--- config.mk ---
export PLATFORM = sky130hd
export DESIGN_NAME = burst_col_seq
export DESIGN_NICKNAME = d
export VERILOG_FILES = /design/src/rtl/bcs_pkg.sv /design/src/rtl/bcs_mode_dec.sv /design/src/rtl/bcs_addr_gen.sv /design/src/rtl/burst_col_seq.sv
export SDC_FILE = /design/constraint.sdc
export NUM_CORES = 1
export LEC_CHECK = 0
export BUFFER_PORTS_ARGS = -buffer_cell sky130_fd_sc_hd__buf_2
export CAP_MARGIN = 20
export CORE_MARGIN = 2
export CORE_UTILIZATION = 45
export CTS_CLUSTER_DIAMETER = 50
export DETAILED_ROUTE_END_ITERATION = 8
export PLACE_DENSITY_LB_ADDON = 0.08
export RECOVER_POWER = 25
export SYNTH_ARGS = -nofsm -noshare
export SYNTH_HDL_FRONTEND = slang
export SYNTH_SLANG_ARGS = --single-unit
--- constraint.sdc ---
create_clock -name clk -period 4.3 [get_ports clk]
set_input_delay 0.645 -clock clk [delete_from_list [all_inputs] [get_ports clk]]
set_output_delay 0.645 -clock clk [all_outputs]
set_load 0.01 [all_outputs]
--- src/rtl/bcs_pkg.sv ---
package bcs_pkg;

    localparam int MODE_W = 12;

    typedef struct packed {
        logic       err;
        logic [1:0] len_log;
        logic       full_page;
        logic       interleave;
        logic       single_wr;
        logic [1:0] cas;
    } bcs_cfg_t;

endpackage

--- src/rtl/bcs_mode_dec.sv ---
module bcs_mode_dec
    import bcs_pkg::*;
(
    input  logic [MODE_W-1:0] mode_word,
    output bcs_cfg_t          cfg
);
    logic [2:0] len_code;
    logic [2:0] lat_code;
    logic       len_bad;
    logic       lat_bad;
    logic       pad_bad;

    always_comb begin
        len_code       = mode_word[2:0];
        lat_code       = mode_word[6:4];
        cfg            = '0;
        cfg.interleave = mode_word[3];
        cfg.single_wr  = mode_word[9];
        len_bad        = 1'b0;
        unique case (len_code)
            3'b000:  cfg.len_log = 2'd0;
            3'b001:  cfg.len_log = 2'd1;
            3'b010:  cfg.len_log = 2'd2;
            3'b011:  cfg.len_log = 2'd3;
            3'b111: begin
                cfg.full_page = 1'b1;
                len_bad       = mode_word[3];
            end
            default: len_bad = 1'b1;
        endcase
        lat_bad = 1'b0;
        unique case (lat_code)
            3'b010:  cfg.cas = 2'd2;
            3'b011:  cfg.cas = 2'd3;
            default: lat_bad = 1'b1;
        endcase
        pad_bad = |{mode_word[11:10], mode_word[8:7]};
        cfg.err = len_bad | lat_bad | pad_bad;
        if (cfg.err) cfg.cas = 2'd0;
    end
endmodule

--- src/rtl/bcs_addr_gen.sv ---
module bcs_addr_gen #(
    parameter int COL_W = 9
) (
    input  logic             active,
    input  logic [COL_W-1:0] base,
    input  logic [COL_W-1:0] beat,
    input  logic [1:0]       len_log,
    input  logic             interleave,
    input  logic             full_page,
    output logic [COL_W-1:0] addr,
    output logic             last
);
    logic [COL_W-1:0] mask;
    logic [COL_W-1:0] sum;

    always_comb begin
        mask = (COL_W'(1) << len_log) - COL_W'(1);
        sum  = base + beat;
        if (full_page)
            addr = sum;
        else if (interleave)
            addr = base ^ (beat & mask);
        else
            addr = (base & ~mask) | (sum & mask);
        last = active && !full_page && (beat == mask);
    end
endmodule

--- src/rtl/burst_col_seq.sv ---
module burst_col_seq
    import bcs_pkg::*;
#(
    parameter int COL_W = 9
) (
    input  logic              clk,
    input  logic              rst_n,
    input  logic [MODE_W-1:0] mode_word,
    input  logic              start,
    input  logic [COL_W-1:0]  start_col,
    input  logic              stop,
    input  logic              is_write,
    output logic [COL_W-1:0]  col_addr,
    output logic              col_valid,
    output logic              last_beat,
    output logic              cfg_err,
    output logic [1:0]        cas_lat
);
    typedef struct packed {
        logic             active;
        logic [COL_W-1:0] base;
        logic [COL_W-1:0] beat;
        logic [1:0]       len_log;
        logic             interleave;
        logic             full_page;
    } seq_state_t;

    bcs_cfg_t   cfg;
    seq_state_t st_d, st_q;
    logic       last_w;
    logic       one_beat;

    bcs_mode_dec i_dec (
        .mode_word (mode_word),
        .cfg       (cfg)
    );

    bcs_addr_gen #(.COL_W(COL_W)) i_gen (
        .active     (st_q.active),
        .base       (st_q.base),
        .beat       (st_q.beat),
        .len_log    (st_q.len_log),
        .interleave (st_q.interleave),
        .full_page  (st_q.full_page),
        .addr       (col_addr),
        .last       (last_w)
    );

    always_comb begin
        st_d     = st_q;
        one_beat = cfg.single_wr && is_write;
        if (start && !cfg.err) begin
            st_d.active     = 1'b1;
            st_d.base       = start_col;
            st_d.beat       = '0;
            st_d.len_log    = one_beat ? 2'd0 : cfg.len_log;
            st_d.interleave = cfg.interleave;
            st_d.full_page  = cfg.full_page && !one_beat;
        end else if (stop || last_w) begin
            st_d.active = 1'b0;
        end else if (st_q.active) begin
            st_d.beat = st_q.beat + COL_W'(1);
        end
    end

    always_ff @(posedge clk or negedge rst_n) begin
        if (!rst_n) st_q <= '0;
        else        st_q <= st_d;
    end

    assign col_valid = st_q.active;
    assign last_beat = last_w;
    assign cfg_err   = cfg.err;
    assign cas_lat   = cfg.cas;
endmodule

==> load_flow_metrics.sql <==
INSERT INTO impl_metrics (metric_group, metric, value, unit) VALUES
('logic_synthesis', 'synthesis.area', '1962', 'um2'),
('routing', 'first_iter_violations', '84', ''),
('die', 'floorplan.core_area', '4264', 'um2'),
('clock_tree', 'max-clock-path-buffers', '2', ''),
('timing', 'finalSetupViolCount', '0', ''),
('logic_synthesis', 'post_synth_net_total', '251', ''),
('logic_synthesis', 'synth.yosys.seq_area_share', '29.34', '%'),
('logic_synthesis', 'synth_ff_type', 'dfrtp_1', ''),
('die', 'die_h', '70.03', 'um'),
('timing', 'slew_headroom', '13.80', '%'),
('clock_tree', 'cts.clk_slew.worst_paths', '0.08', 'ns'),
('power', 'max-vdd-ir-drop', '0.2083', 'mV'),
('power', 'leakage', '1.134', 'nW'),
('timing', 'hold_slack', '0.5751', 'ns'),
('global_route', 'globalRouteTotalUtil', '19.39', '%'),
('timing', 'clock_skew', '0.002556', 'ns'),
('logic_synthesis', 'ys_types', '50', ''),
('clock_tree', 'post_cts_buffers', '0', ''),
('global_route', 'grt_start_max_net_pins', '24', ''),
('placement', 'gp_congestion', '0.8631', ''),
('logic_synthesis', 'synthMostInstantiatedCell', 'dfrtp_1', ''),
('worst_setup_path', 'worst_ep_required_time', '3.65', 'ns'),
('die', 'initial_utilization', '46.01', '%'),
('logic_synthesis', 'synth_top_area_share', '29.34', '%'),
('die', 'floorplan.rows', '24', ''),
('placement', 'detailedPlacementHpwl', '3499', 'um'),
('die', 'io_pins', '40', ''),
('worst_setup_path', 'crit_chain', 'or2_2, ha_1, nor2b_1, ha_1, nor4b_1, and3_1, buf_2', ''),
('placement', 'io_buffers', '39', ''),
('timing', 'setup-tns-final', '0', 'ns'),
('worst_setup_path', 'timing.critical_path.arrival', '2.64', 'ns'),
('logic_synthesis', 'synth_enable_flop_cells', '0', ''),
('logic_synthesis', 'synth_top_cells_by_area', 'dfrtp_1 (29%), ha_1 (10%), mux2_4 (6.1%)', ''),
('timing', 'timing_max_transition_violations_final', '0', ''),
('worst_setup_path', 'timing_worst_setup_path_type', 'reg2out', ''),
('timing', 'timing_hold_violations_final', '0', ''),
('worst_setup_path', 'cp_common_cell', 'ha_1', ''),
('logic_synthesis', 'post-synth-top-area-cell', 'dfrtp_1', ''),
('worst_setup_path', 'timing.critical_path.fanout_max', '9', ''),
('worst_setup_path', 'max_stage_delay', '0.53', 'ns'),
('routing', 'drt_pass1_iterations', '4', ''),
('power', 'net_switching_fraction_of_the_power', '36.06', '%'),
('die', 'die_width', '70.03', 'um'),
('timing', 'fin_crit_sh', '76.47', '%'),
('die', 'fp.dieArea', '4904', 'um2'),
('hold_path', 'hold_path.class', 'reg2reg', ''),
('global_route', 'grt_remaining_overflow', '0', ''),
('finish', 'antenna-diode-count', '0', ''),
('worst_setup_path', 'worst_setup_path_end_kind', 'output pin', ''),
('routing', 'via_count', '1691', ''),
('finish', 'layout.nets', '290', ''),
('timing', 'layout_min_cycle_time', '3.288', 'ns'),
('logic_synthesis', 'yosysWarnings', '0', ''),
('run_status', 'run_status', 'finished, final reports clean', ''),
('power', 'p_int', '0.4077', 'mW'),
('clock_tree', 'cts.htree.levels', '1', ''),
('worst_setup_path', 'slowest_stage', 'nor4b_1', ''),
('clock_tree', 'root_buffer', 'clkbuf_8', ''),
('routing', 'wirelength', '4525', 'um'),
('routing', 'drt.antenna.violating_nets', '0', ''),
('finish', 'final_layout_size_suffix_gt1_share', '23.58', '%'),
('logic_synthesis', 'async_reset_ff_share', '100.0', '%'),
('logic_synthesis', 'post_synth_most_frequent_cells', 'dfrtp_1 (23), nor2_1 (18), ha_1 (16)', ''),
('power', 'clock_power_share', '21.6', '%'),
('power', 'power.density', '286.4', 'nW/um2'),
('job', 'timing.max_cap.violations', '0', ''),
('logic_synthesis', 'syn-instance-count', '208', ''),
('routing', 'route.detailed.vias_per_inst', '5.674', ''),
('timing', 'grt_setup_unrepaired', 'no', ''),
('timing', 'clock.fmax', '304.1', 'MHz'),
('logic_synthesis', 'post_synth.cell_area_avg', '9.432', 'um2');
[registers in the layout, summed over array words and instances, names as in the netlist]
register and flops:
col_valid 1, st_q 22
[power groups by stage]
stage               Clock (mW)  Combinational (mW)  Sequential, mW
global route             0.152               0.248           0.284
global placement             0               0.218           0.283
floorplan                    0               0.159           0.265
CTS                      0.140               0.223           0.279
detailed placement           0               0.220           0.283
finish                   0.138               0.221           0.279
[cells in the final DEF (no fill, tap or decap), drive strengths merged, types with 7 or more instances in the layout]
cell   count
buf       39
dfrtp     23
nor2      18
ha        16
a21oi     15
mux2      11
nand2      9
inv        8
o21ai      8
xnor2      8
nand3      7
xor2       7
[metrics by stage]
stage	setup slack (ns)	utilization, %	std cells	power, mW	area [um2]
after floorplan	1.564	-	208	0.4241	1962
after global placement	1.335	51.17	294	0.5012	2182
after detailed placement	1.293	51.17	294	0.5030	2182
after CTS	0.9850	52.23	298	0.6419	2227
after global routing	0.7773	52.20	298	0.6844	2226
final	1.012	52.20	298	0.6376	2226
[worst max-delay path, delay by kind of cell, from the launching register on]
| family | cells | cell delay, ns |
|---|---|---|
| fa+ha+maj | 2 | 0.52 |
| simple gates | 4 | 1.30 |
| flops | 1 | 0.45 |
| buf+inv | 1 | 0.12 |
[kinds of logic after synthesis]
family | after synthesis | synth area share (%)
AND/OR/NAND/NOR | 72 | 20.60
AO/OA/AOI/OAI | 54 | 19.32
flip-flops | 23 | 29.34
adder cells (fa/ha/maj) | 17 | 11.22
XOR/XNOR | 15 | 6.697
buffers and inverters | 14 | 3.954
multiplexers | 13 | 8.865
[routing by layer]
| layer | routed length, um | track usage (%) | vias to the layer above |
|---|---|---|---|
| met5 | 0 | 0 | - |
| met3 | 104 | 2.165 | 2 |
| li1 | - | - | 853 |
| met4 | 8 | 3.419 | 0 |
| met1 | 2332 | 29.59 | 806 |
| met2 | 2081 | 29.95 | 30 |
[worst paths after layout]
| kind | from | to | slack (ns) | cells past startpoint |
|---|---|---|---|---|
| min in group asynchronous | rst_n | st_q[5]$_DFFE_PN0P_ | 0.64 | 1 |
| min | st_q[20]$_DFFE_PN0N_ | st_q[20]$_DFFE_PN0N_ | 0.58 | 1 |
| max | st_q[3]$_DFFE_PN0N_ | last_beat | 1.01 | 7 |
| max reg2reg | st_q[3]$_DFFE_PN0N_ | col_valid$_DFFE_PN0P_ | 1.45 | 7 |
| max in group asynchronous | rst_n | st_q[17]$_DFFE_PN0N_ | 2.90 | 1 |
| min reg2reg | st_q[20]$_DFFE_PN0N_ | st_q[20]$_DFFE_PN0N_ | 0.58 | 1 |
[area by class of cell]
type	instances	area, um2
fill	431	2038
multi-input combinational	171	1309
sequential	23	575.6
timing repair buffer	40	201.4
tap	52	65.06
clock buffer	4	45.04
inverter	8	30.03
(Power assumes the default switching activity.)
